==> src/rtl/pbank_pkg.sv <==
package pbank_pkg;
  localparam int NREGS = 4;
  localparam int SELW  = $clog2(NREGS);

  typedef enum logic [1:0] {
    OP_CHAIN4 = 2'b00,
    OP_LOAD_B = 2'b01,
    OP_LOAD_A = 2'b10,
    OP_FREEZE = 2'b11
  } op_e;

  typedef struct packed {
    logic en;
    logic from_din;
  } stage_ctl_t;
endpackage

==> src/rtl/pbank_decode.sv <==
module pbank_decode
  import pbank_pkg::*;
(
  input  logic [1:0]             op_i,
  output stage_ctl_t [NREGS-1:0] ctl_o
);
  op_e op;
  assign op = op_e'(op_i);

  always_comb begin
    ctl_o = '0;
    ctl_o[0].from_din = 1'b1;
    unique case (op)
      OP_CHAIN4: begin
        for (int k = 0; k < NREGS; k++) ctl_o[k].en = 1'b1;
      end
      OP_LOAD_B: begin
        ctl_o[2].en       = 1'b1;
        ctl_o[2].from_din = 1'b1;
        ctl_o[3].en       = 1'b1;
      end
      OP_LOAD_A: begin
        ctl_o[0].en = 1'b1;
        ctl_o[1].en = 1'b1;
      end
      default: ;
    endcase
  end
endmodule

==> src/rtl/pbank_regs.sv <==
module pbank_regs
  import pbank_pkg::*;
#(
  parameter int WIDTH = 16
) (
  input  logic                        clk_i,
  input  logic                        rst_ni,
  input  stage_ctl_t [NREGS-1:0]      ctl_i,
  input  logic [WIDTH-1:0]            d_i,
  output logic [NREGS-1:0][WIDTH-1:0] regs_o
);
  for (genvar g = 0; g < NREGS; g++) begin : g_stage
    logic [WIDTH-1:0] prev, nxt;
    if (g == 0) begin : g_head
      assign prev = d_i;
    end else begin : g_tail
      assign prev = regs_o[g-1];
    end
    assign nxt = ctl_i[g].from_din ? d_i : prev;

    always_ff @(posedge clk_i or negedge rst_ni) begin
      if (!rst_ni)          regs_o[g] <= '0;
      else if (ctl_i[g].en) regs_o[g] <= nxt;
    end
  end
endmodule

==> src/rtl/pbank_rdmux.sv <==
module pbank_rdmux
  import pbank_pkg::*;
#(
  parameter int WIDTH = 16
) (
  input  logic [SELW-1:0]             sel_i,
  input  logic [NREGS-1:0][WIDTH-1:0] regs_i,
  output logic [WIDTH-1:0]            y_o
);
  logic [SELW-1:0] idx;
  // select counts down from the chain tail
  assign idx = SELW'(NREGS - 1) - sel_i;
  assign y_o = regs_i[idx];
endmodule

==> src/rtl/pipe_bank.sv <==
module pipe_bank
  import pbank_pkg::*;
#(
  parameter int WIDTH = 16
) (
  input  logic             clk_i,
  input  logic             rst_ni,
  input  logic [1:0]       op_i,
  input  logic [1:0]       sel_i,
  input  logic             oe_ni,
  input  logic [WIDTH-1:0] d_i,
  output logic [WIDTH-1:0] y_o,
  output logic             y_oe_o
);
  stage_ctl_t [NREGS-1:0]      ctl;
  logic [NREGS-1:0][WIDTH-1:0] regs_q;

  pbank_decode u_dec (
    .op_i  (op_i),
    .ctl_o (ctl)
  );

  pbank_regs #(.WIDTH(WIDTH)) u_regs (
    .clk_i  (clk_i),
    .rst_ni (rst_ni),
    .ctl_i  (ctl),
    .d_i    (d_i),
    .regs_o (regs_q)
  );

  pbank_rdmux #(.WIDTH(WIDTH)) u_mux (
    .sel_i  (sel_i),
    .regs_i (regs_q),
    .y_o    (y_o)
  );

  assign y_oe_o = ~oe_ni;
endmodule

==> config.mk <==
export PLATFORM = sky130hd
export DESIGN_NAME = pipe_bank
export DESIGN_NICKNAME = d
export VERILOG_FILES = /design/src/rtl/pbank_pkg.sv /design/src/rtl/pbank_decode.sv /design/src/rtl/pbank_regs.sv /design/src/rtl/pbank_rdmux.sv /design/src/rtl/pipe_bank.sv
export SDC_FILE = /design/constraint.sdc
export NUM_CORES = 1
export LEC_CHECK = 0
export ABC_CLOCK_PERIOD_IN_PS = 1100
export BUFFER_PORTS_ARGS = -buffer_cell sky130_fd_sc_hd__buf_2
export CAP_MARGIN = 5
export CORE_ASPECT_RATIO = 1.5
export CORE_MARGIN = 1.5
export CORE_UTILIZATION = 25
export CTS_CLUSTER_DIAMETER = 40
export DETAILED_ROUTE_END_ITERATION = 10
export PLACE_DENSITY_LB_ADDON = 0.15
export SYNTH_ARGS = -nofsm -noshare
export SYNTH_HDL_FRONTEND = slang
export SYNTH_SLANG_ARGS = --single-unit
==> constraint.sdc <==
create_clock -name clk_i -period 1.1 [get_ports clk_i]
set_input_delay 0.055 -clock clk_i [delete_from_list [all_inputs] [get_ports clk_i]]
set_output_delay 0.055 -clock clk_i [all_outputs]
set_load 0.1 [all_outputs]
==> out/metrics.cfg, run 1 <==
[pwr]
sw_frac_of_total_pct=31.1
share_comb_of_total_power_pct=32.0
power_frac_clock_pct=31.7
p_per_area_nw_per_um2=1820
max-vdd-ir-drop_mv=0.721
p_int_mw=5.47
leakage_nw=1.97
seqPwrFrac_pct=36.2
switchingPower_mw=2.46

[cells_and_area]
multi_input_area_sq_um=1200
stdcell_area_sq_um=4350
antenna_cells=0
num-nets-final=331
area_growth_pct=48.5
regArea_sq_um=1600
fill_cells=1117
post-route-util_pct=37.9
layout-drive-gt1-share_pct=57.7

[critical_path]
cpPeakStageDelay_ns=0.47
r2r_cells=4
slowest_stage=mux4_2
reg2reg_to=u_regs.g_stage[1].prev[11]
crit_path_start_kind=flop
path_class=flop to primary output
cp_num_buf_inv=1
cp_top_family=multiplexers
worstPathCellList=mux4_2, buf_6
critical_path_arrival_ns=1.41
required_ns=1.04
endpoint_kind=primary output
reg2reg_from=u_regs.g_stage[1].prev[11]
r2r_slack_ns=0
crit_fanout=3

[synth]
ys_ff_latch=64
yosysTopAreaCell=dfrtp_1
ys_seq_area_share_pct=54.6
yosys.area.top_type_share_pct=54.6
synth.area.top_cells=dfrtp_1 55%, mux2_2 18%, mux4_2 7.7%
syn_avg_cell_area_sq_um=15.3
synth_nets=214
syn_area_sq_um=2930
ys_warn_count=0
synth.distinct_cells=13
syn_inst=191

[drt]
ant_nets=0
avgViaCountPerCell=4.20
wl_per_cell_um=13.7
first_pass_iters=4
num_vias=1932
drt_iter0_drc=39
wirelength_mm=6.30
drcViolationCount=0

[global_routing]
grt_util_all_layers_pct=11.6
grt_overflow_total=0
grt_antenna_before_repair=0
grt_max_degree=27
grt_pass1_vias=2125
grt_pass1_wl_mm=10.7

[floorplan]
core-area_sq_um=11500
design.portCount=40
dieArea_sq_um=12400
initial_utilization_pct=25.6
rows=48
die-height_um=136
die_w_um=91.4

[clocking]
clk_latency_ns=0.32
cts_max_level=3
clock_sinks=64
root_buffer=clkbuf_16
cts-buffers-inserted=9
clockBufferDepth=2
cts_tree=yes
clkTransAtPathRegs_ns=0.05

[sta]
relSlewSlack_pct=67.2
setup_slack_ns=-0.361
skew_ns=0.00385
setup_viol=17
hold_violations=0
period_minus_slack_ns=1.46
worstMarginPinSlew_ns=0.492
drv_slew=0
post-route-period-util_pct=133
finalSetupTns_ns=-5.49
rsz0062_at_grt=true
max_freq_mhz=685

[outcome]
violations=setup timing
status=complete, but fails checks

[placement]
placed_area_sq_um=3650
port_buffers=39
gp_congestion=0.691
post-place-ws_ns=-0.182
dp_hpwl_mm=4.46

[flow_run]
max_cap_violations=0

[worst_hold_path]
hold_end=u_regs.g_stage[1].prev[8]
whs_path_depth=2
min_from=op_i[0]
hold_path_class=primary input to flop

[Yosys cell counts, drive strengths merged]
cell type and number:
o21ai 16, clkbuf 3, mux4 16, mux2i 16, dfrtp 64, mux2 48, buf 11, inv 1
nand2 16
[how the worst max path moves through the flow]
stage                                     from      end  slack, ns  cells past startpoint
floorplan            u_regs.g_stage[1].prev[0]   y_o[0]      -0.05                      1
global placement                      sel_i[1]   y_o[8]      -0.17                      3
detailed placement                    sel_i[0]   y_o[8]      -0.18                      4
CTS                 u_regs.g_stage[2].prev[12]  y_o[12]      -0.38                      2
global route        u_regs.g_stage[1].prev[11]  y_o[11]      -0.40                      2
finish              u_regs.g_stage[3].prev[12]  y_o[12]      -0.36                      2
[layout by cell type (no fill, tap or decap), drive strengths merged]
cell type and n:
mux2i 16, dfrtp 64, mux4 16, buf 103
inv 1, nand2 16, dlygate4sd3 17, o21ai 16
clkbuf 12, mux2 48, clkinv 1
[worst register-to-register path, delay by kind of cell, from the launching register on]
| family | cells | cell delay (ns) |
|---|---|---|
| buffers and inverters | 3 | 0.37 |
| flip-flops | 1 | 0.37 |
| multiplexers | 1 | 0.25 |
[cell type report]
cell class                      instances  area share (%)
Multi-Input combinational cell        112            27.7
Clock buffer                           12            5.89
Sequential cell                        64            36.8
Inverter                                1          0.0862
Tap cell                              150            4.31
Clock inverter                          1           0.115
Timing Repair Buffer                  120            25.1
[per-layer routing]
| metal | global-route usage, % | vias up | part of all wire, % |
|---|---|---|---|
| met5 | 0 | - | 0 |
| met4 | 5.73 | 0 | 2.2 |
| met3 | 2.64 | 9 | 2.5 |
| met2 | 20.8 | 26 | 55 |
| met1 | 12.8 | 966 | 41 |
| li1 | - | 931 | - |
[state kept, by name (all words and copies together), names as in the netlist]
signal               count
u_regs.regs_o           16
u_regs.g_stage.prev     48
[logic make-up after synthesis]
kind of cell / share of synthesized area, %
mux: 37.0
flops: 54.6
simple gates: 2.05
compound gates: 2.73
buf+inv: 3.63
[through the flow]
stage               hold WS (ns)  instances  power, mW
global placement        -0.00352        416       5.05
finish                    0.0822        460       7.93
global route              0.0772        460       8.31
floorplan                 -0.241        191       4.40
CTS                       0.0738        454       7.97
detailed placement      -0.00217        416       5.06
[what timing repair did]
item | CTS | global route
endpoints found under the hold margin | 70 | 0
setup buffers | 8 | 6
cloned | 0 | 0
gates resized for setup | 40 | 7
hold buffers | 17 | 0
endpoints found under the setup margin | 16 | 16
[power groups by stage]
stage | logic, mW | clock network, mW | registers, mW
floorplan | 1.53 | 0 | 2.87
global placement | 2.13 | 0 | 2.92
global route | 2.69 | 2.71 | 2.91
finish | 2.54 | 2.52 | 2.87
detailed placement | 2.14 | 0 | 2.92
CTS | 2.49 | 2.61 | 2.88
(Power assumes the default switching activity.)
==> run 2: changes to the inputs <==
- CELL_PAD_IN_SITES_DETAIL_PLACEMENT: unset -> 1
- CELL_PAD_IN_SITES_GLOBAL_PLACEMENT: unset -> 1
==> out/metrics.cfg, run 2 (synthesis results as in run 1) <==
[floorplan]
rows=48  ; unchanged
dieArea_sq_um=12400  ; unchanged
die_w_um=91.4  ; unchanged
design.portCount=40  ; unchanged
initial_utilization_pct=25.6  ; unchanged
die-height_um=136  ; unchanged
core-area_sq_um=11500  ; unchanged

[cells_and_area]
layout_commonest_cell=dfrtp_1
layout-drive-gt1-share_pct=56.3  ; -1.5 points
layout_common_cells=64 x dfrtp_1, 49 x buf_4, 48 x mux2_2, 23 x buf_2
antenna_cells=0  ; unchanged
area_growth_pct=45.4
fill_cells=1216  ; +8.9%
stdcell_area_sq_um=4260  ; -2.1%
largest_reg_flops=48  ; unchanged
regArea_sq_um=1600  ; unchanged
num-nets-final=321  ; -3.0%
multi_input_area_sq_um=1200  ; -0.31%

[sta]
hold_violations=0  ; unchanged
skew_ns=0.00233  ; -0.00152 ns
post-route-period-util_pct=133  ; -0.17 points
worstMarginPinSlew_ns=0.484  ; -0.00775 ns
period_minus_slack_ns=1.46  ; -0.00191 ns
setup_viol=16  ; -1
relSlewSlack_pct=67.7  ; +0.52 points
rsz0062_at_grt=true
max_freq_mhz=686  ; +0.13%
drv_slew=0  ; unchanged
setup_slack_ns=-0.359  ; +0.00191 ns

[global_routing]
grt_antenna_before_repair=0  ; unchanged
grt_overflow_total=0  ; unchanged
grt_max_degree=39  ; +44%
grt_pass1_vias=2295  ; +8.0%
grt_util_all_layers_pct=12.3  ; +0.67 points
grt_pass1_wl_mm=11.2  ; +5.0%

[placement]
post-place-ws_ns=-0.172  ; +0.00958 ns
placed_area_sq_um=3640  ; -0.41%
port_buffers=39  ; unchanged
dp_hpwl_mm=4.54  ; +1.9%
gp_congestion=0.686  ; -0.72%

[clocking]
clockBufferDepth=2  ; unchanged
cts_max_level=3  ; unchanged
cts_tree=yes
clkTransAtPathRegs_ns=0.05  ; about the same
clk_latency_ns=0.32  ; about the same
root_buffer=clkbuf_16
cts-buffers-inserted=9  ; unchanged
clock_sinks=64  ; unchanged

[outcome]
violations=setup timing
status=complete, but fails checks

[worst_hold_path]
hold_path_class=primary input to flop

[drt]
first_pass_iters=4  ; unchanged
wirelength_mm=6.68  ; +5.9%
wl_per_cell_um=14.8  ; +7.8%
ant_nets=0  ; unchanged
drcViolationCount=0  ; unchanged
num_vias=1959  ; +1.4%
avgViaCountPerCell=4.33  ; +3.2%
drt_iter0_drc=35  ; -10%

[critical_path]
crit_fanout=3  ; unchanged
path_class=flop to primary output
critPathLaunch=u_regs.g_stage[3].prev[10]
r2r_cells=3  ; -1
endpoint_kind=primary output
reg2reg_to=u_regs.g_stage[2].prev[1]
crit_path_start_kind=flop
reg2reg_from=u_regs.g_stage[2].prev[1]
critical_path_arrival_ns=1.40  ; about the same
required_ns=1.04  ; about the same
endpoint=y_o[10]
r2r_slack_ns=0.10  ; +0.10 ns

[pwr]
p_int_mw=5.44  ; -0.52%
leakage_nw=1.92  ; -2.9%
seqPwrFrac_pct=36.3  ; about the same
sw_frac_of_total_pct=31.3  ; +0.28 points
max-vdd-ir-drop_mv=0.663  ; -8.1%
share_comb_of_total_power_pct=31.1  ; -0.9 points
p_per_area_nw_per_um2=1860  ; +2.0%
switchingPower_mw=2.48  ; +0.77%
power_frac_clock_pct=32.5  ; +0.8 points

[flow_run]
max_cap_violations=0  ; unchanged

[run 2: critical path, cell delays in order, from the launching register on]
cell and delay, ns:
dfrtp_1 0.40, mux4_2 0.48, buf_6 0.20
[run 2: power by group through the flow]
| stage | sequential, mW | combinational [mW] | clock, mW |
|---|---|---|---|
| detailed placement | 2.93 | 2.15 | 0 |
| CTS | 2.89 | 2.42 | 2.68 |
| finish | 2.88 | 2.47 | 2.57 |
| global route | 2.92 | 2.62 | 2.77 |
| global placement | 2.91 | 2.12 | 0 |
| floorplan | 2.87 | 1.53 | 0 |
[run 2: worst min-delay path by stage]
stage            start                         end  slack (ns)  cells past startpoint
5_1_grt        d_i[13]  u_regs.g_stage[1].prev[13]        0.01                      2
3_3_place_gp    rst_ni  u_regs.g_stage[3].prev[12]       -0.02                      1
3_5_place_dp    rst_ni  u_regs.g_stage[3].prev[12]       -0.02                      1
4_1_cts         d_i[5]   u_regs.g_stage[1].prev[5]       0.001                      2
2_1_floorplan   rst_ni   u_regs.g_stage[1].prev[0]       -0.24                      0
6_report        d_i[5]   u_regs.g_stage[1].prev[5]       0.003                      2
[run 2: area by class of cell]
cell class | count | share of cell area, %
clock buffer | 15 | 6.28
inverter | 1 | 0.0881
multi-input combinational | 112 | 28.2
sequential | 64 | 37.6
timing repair buffer | 110 | 23.5
tap | 150 | 4.40
[run 2: metal layers]
layer	wire length [um]	vias up	global-route usage, %
li1	-	919	-
met1	2620	1001	12.6
met2	3700	30	22.6
met3	204	9	3.31
met4	144	0	6.25
met5	0	-	0
[run 2: stage by stage]
stage | hold slack, ns | instances | utilization, % | power (mW) | setup TNS (ns)
after floorplan | -0.241 | 191 | - | 4.40 | -0.879
after global placement | -0.0219 | 414 | 31.7 | 5.03 | -2.51
after detailed placement | -0.0227 | 414 | 31.7 | 5.07 | -2.57
after CTS | 0.00139 | 447 | 36.6 | 7.99 | -5.89
after global routing | 0.00994 | 452 | 37.2 | 8.31 | -6.24
final | 0.00278 | 452 | 37.2 | 7.92 | -5.54
[run 2: timing repair]
action                                  CTS  global route
endpoints found under the hold margin    62             0
pin swaps                                 0             0
buffers inserted                          3             5
endpoints found under the setup margin   16            16
gates resized for setup                  36             7
hold buffers                             15             0
==> run 3: changes to the inputs <==
- PLACE_DENSITY_LB_ADDON: 0.15 -> 0.1
==> out/metrics.cfg, run 3 (synthesis results as in run 1) <==
[outcome]
status=complete, but fails checks
violations=setup timing

[drt]
drt_iter0_drc=82  ; +130%
num_vias=1927  ; -1.6%
ant_nets=0  ; unchanged
first_pass_iters=2  ; -2
wl_per_cell_um=14.7  ; -0.59%
avgViaCountPerCell=4.31  ; -0.53%
wirelength_mm=6.56  ; -1.7%
drcViolationCount=0  ; unchanged

[cells_and_area]
post-route-util_pct=36.9  ; -0.26 points
stdcell_area_sq_um=4230  ; -0.70%
layout_common_cells=64 x dfrtp_1, 48 x mux2_2, 46 x buf_4, 23 x buf_2
stdcell_count=447  ; -1.1%
num-nets-final=318  ; -0.93%
area_growth_pct=44.4
largest_reg_flops=48  ; unchanged
layout-drive-gt1-share_pct=56.2  ; -0.062 points
antenna_cells=0  ; unchanged
layout_commonest_cell=dfrtp_1

[placement]
port_buffers=39  ; unchanged
placed_area_sq_um=3570  ; -1.8%
dp.cells=407  ; -1.7%
gp_congestion=0.655  ; -4.6%
post-place-ws_ns=-0.179  ; -0.00649 ns
dp_hpwl_mm=4.34  ; -4.5%

[clocking]
root_buffer=clkbuf_16
clockBufferDepth=2  ; unchanged
cts_tree=yes
cts_max_level=3  ; unchanged
clock_sinks=64  ; unchanged
cts-buffers-inserted=9  ; unchanged
clkTransAtPathRegs_ns=0.05  ; about the same
clk_latency_ns=0.32  ; about the same

[sta]
setup_viol=16  ; unchanged
worstMarginPinSlew_ns=0.480  ; -0.00387 ns
max_freq_mhz=674  ; -1.7%
finalSetupTns_ns=-5.56  ; -0.0267 ns
hold_violations=0  ; unchanged
post-route-period-util_pct=135  ; +2.3 points
whs_ns=0.0230  ; +0.0203 ns
period_minus_slack_ns=1.48  ; +0.0251 ns
rsz0062_at_grt=true
setup_slack_ns=-0.384  ; -0.0251 ns
skew_ns=0.00529  ; +0.00297 ns
relSlewSlack_pct=68.0  ; +0.26 points
drv_slew=0  ; unchanged

[floorplan]
design.portCount=40  ; unchanged
rows=48  ; unchanged
core-area_sq_um=11500  ; unchanged
dieArea_sq_um=12400  ; unchanged
die-height_um=136  ; unchanged
initial_utilization_pct=25.6  ; unchanged
die_w_um=91.4  ; unchanged

[critical_path]
path_class=flop to primary output
crit_fanout=2  ; -1
endpoint_kind=primary output
crit_path_start_kind=flop
required_ns=1.04  ; about the same
critical_path_arrival_ns=1.43  ; +0.03 ns

[pwr]
max-vdd-ir-drop_mv=0.736  ; +11%
sw_frac_of_total_pct=31.4  ; +0.10 points
p_per_area_nw_per_um2=1860  ; about the same
power_frac_clock_pct=32.2  ; -0.3 points
leakage_nw=1.90  ; -0.84%
power_mw=7.86  ; -0.71%
p_int_mw=5.39  ; -0.86%
switchingPower_mw=2.47  ; -0.38%
seqPwrFrac_pct=36.6  ; +0.3 points
share_comb_of_total_power_pct=31.2  ; about the same

[global_routing]
grt_overflow_total=0  ; unchanged
grt_pass1_vias=2227  ; -3.0%
grt_antenna_before_repair=0  ; unchanged
grt_max_degree=65  ; +67%
grt_util_all_layers_pct=12.0  ; -0.28 points
grt_pass1_wl_mm=11.2  ; -0.55%

[flow_run]
max_cap_violations=0  ; unchanged

[worst_hold_path]
hold_path_class=primary input to flop

-- run 3: cell types whose count changed in the layout (fill, tap and decap cells not counted) --
cell           previous run  this run
dlygate4sd3_1            15        16
clkbuf_1                  4         1
clkinv_2                  0         1
buf_6                    10         9
buf_4                    49        46
-- run 3: final timing paths --
path / start / end / slack (ns) / cells after the start
min in group asynchronous: rst_ni / u_regs.g_stage[2].prev[9] / 0.29 / 3
hold / removal: d_i[0] / u_regs.g_stage[1].prev[0] / 0.02 / 2
setup / recovery: u_regs.g_stage[1].prev[5] / y_o[5] / -0.38 / 2
hold reg to reg: u_regs.regs_o[51] / u_regs.regs_o[51] / 0.50 / 1
setup reg to reg: u_regs.g_stage[2].prev[0] / u_regs.g_stage[2].prev[0] / 0.09 / 3
max in group asynchronous: rst_ni / u_regs.regs_o[58] / 0.52 / 3
-- run 3: power groups by stage --
stage | Clock (mW) | Combinational [mW] | Sequential (mW)
2_1_floorplan | 0 | 1.53 | 2.87
3_3_place_gp | 0 | 2.06 | 2.92
3_5_place_dp | 0 | 2.08 | 2.93
4_1_cts | 2.65 | 2.39 | 2.88
5_1_grt | 2.75 | 2.60 | 2.92
6_report | 2.53 | 2.46 | 2.88
-- run 3: metal layers --
metal | track usage [%] | vias up | share of wire (%)
met3 | 2.58 | 6 | 2.7
met2 | 21.7 | 28 | 56
met5 | 0 | - | 0
met1 | 13.1 | 985 | 40
met4 | 5.99 | 0 | 1.5
li1 | - | 908 | -
-- run 3: what timing repair did --
| item | in CTS | in global routing |
|---|---|---|
| setup endpoints to repair | 16 | 16 |
| setup buffers | 5 | 6 |
| hold buffers | 16 | 0 |
| gates resized for setup | 38 | 7 |
| endpoints found under the hold margin | 79 | 0 |
| gates cloned | 0 | 0 |
-- run 3: area by class of cell --
cell class,count,area [sq um]
fill,1219,7240
sequential,64,1600
multi-input combinational,112,1200
timing repair buffer,107,977
clock buffer,12,256
tap,150,188
clock inverter,1,5.00
inverter,1,3.75
-- run 3: critical path: stages, from the launching register on --
cell,delay (ns)
dfrtp_1,0.38
mux4_2,0.53
buf_8,0.20
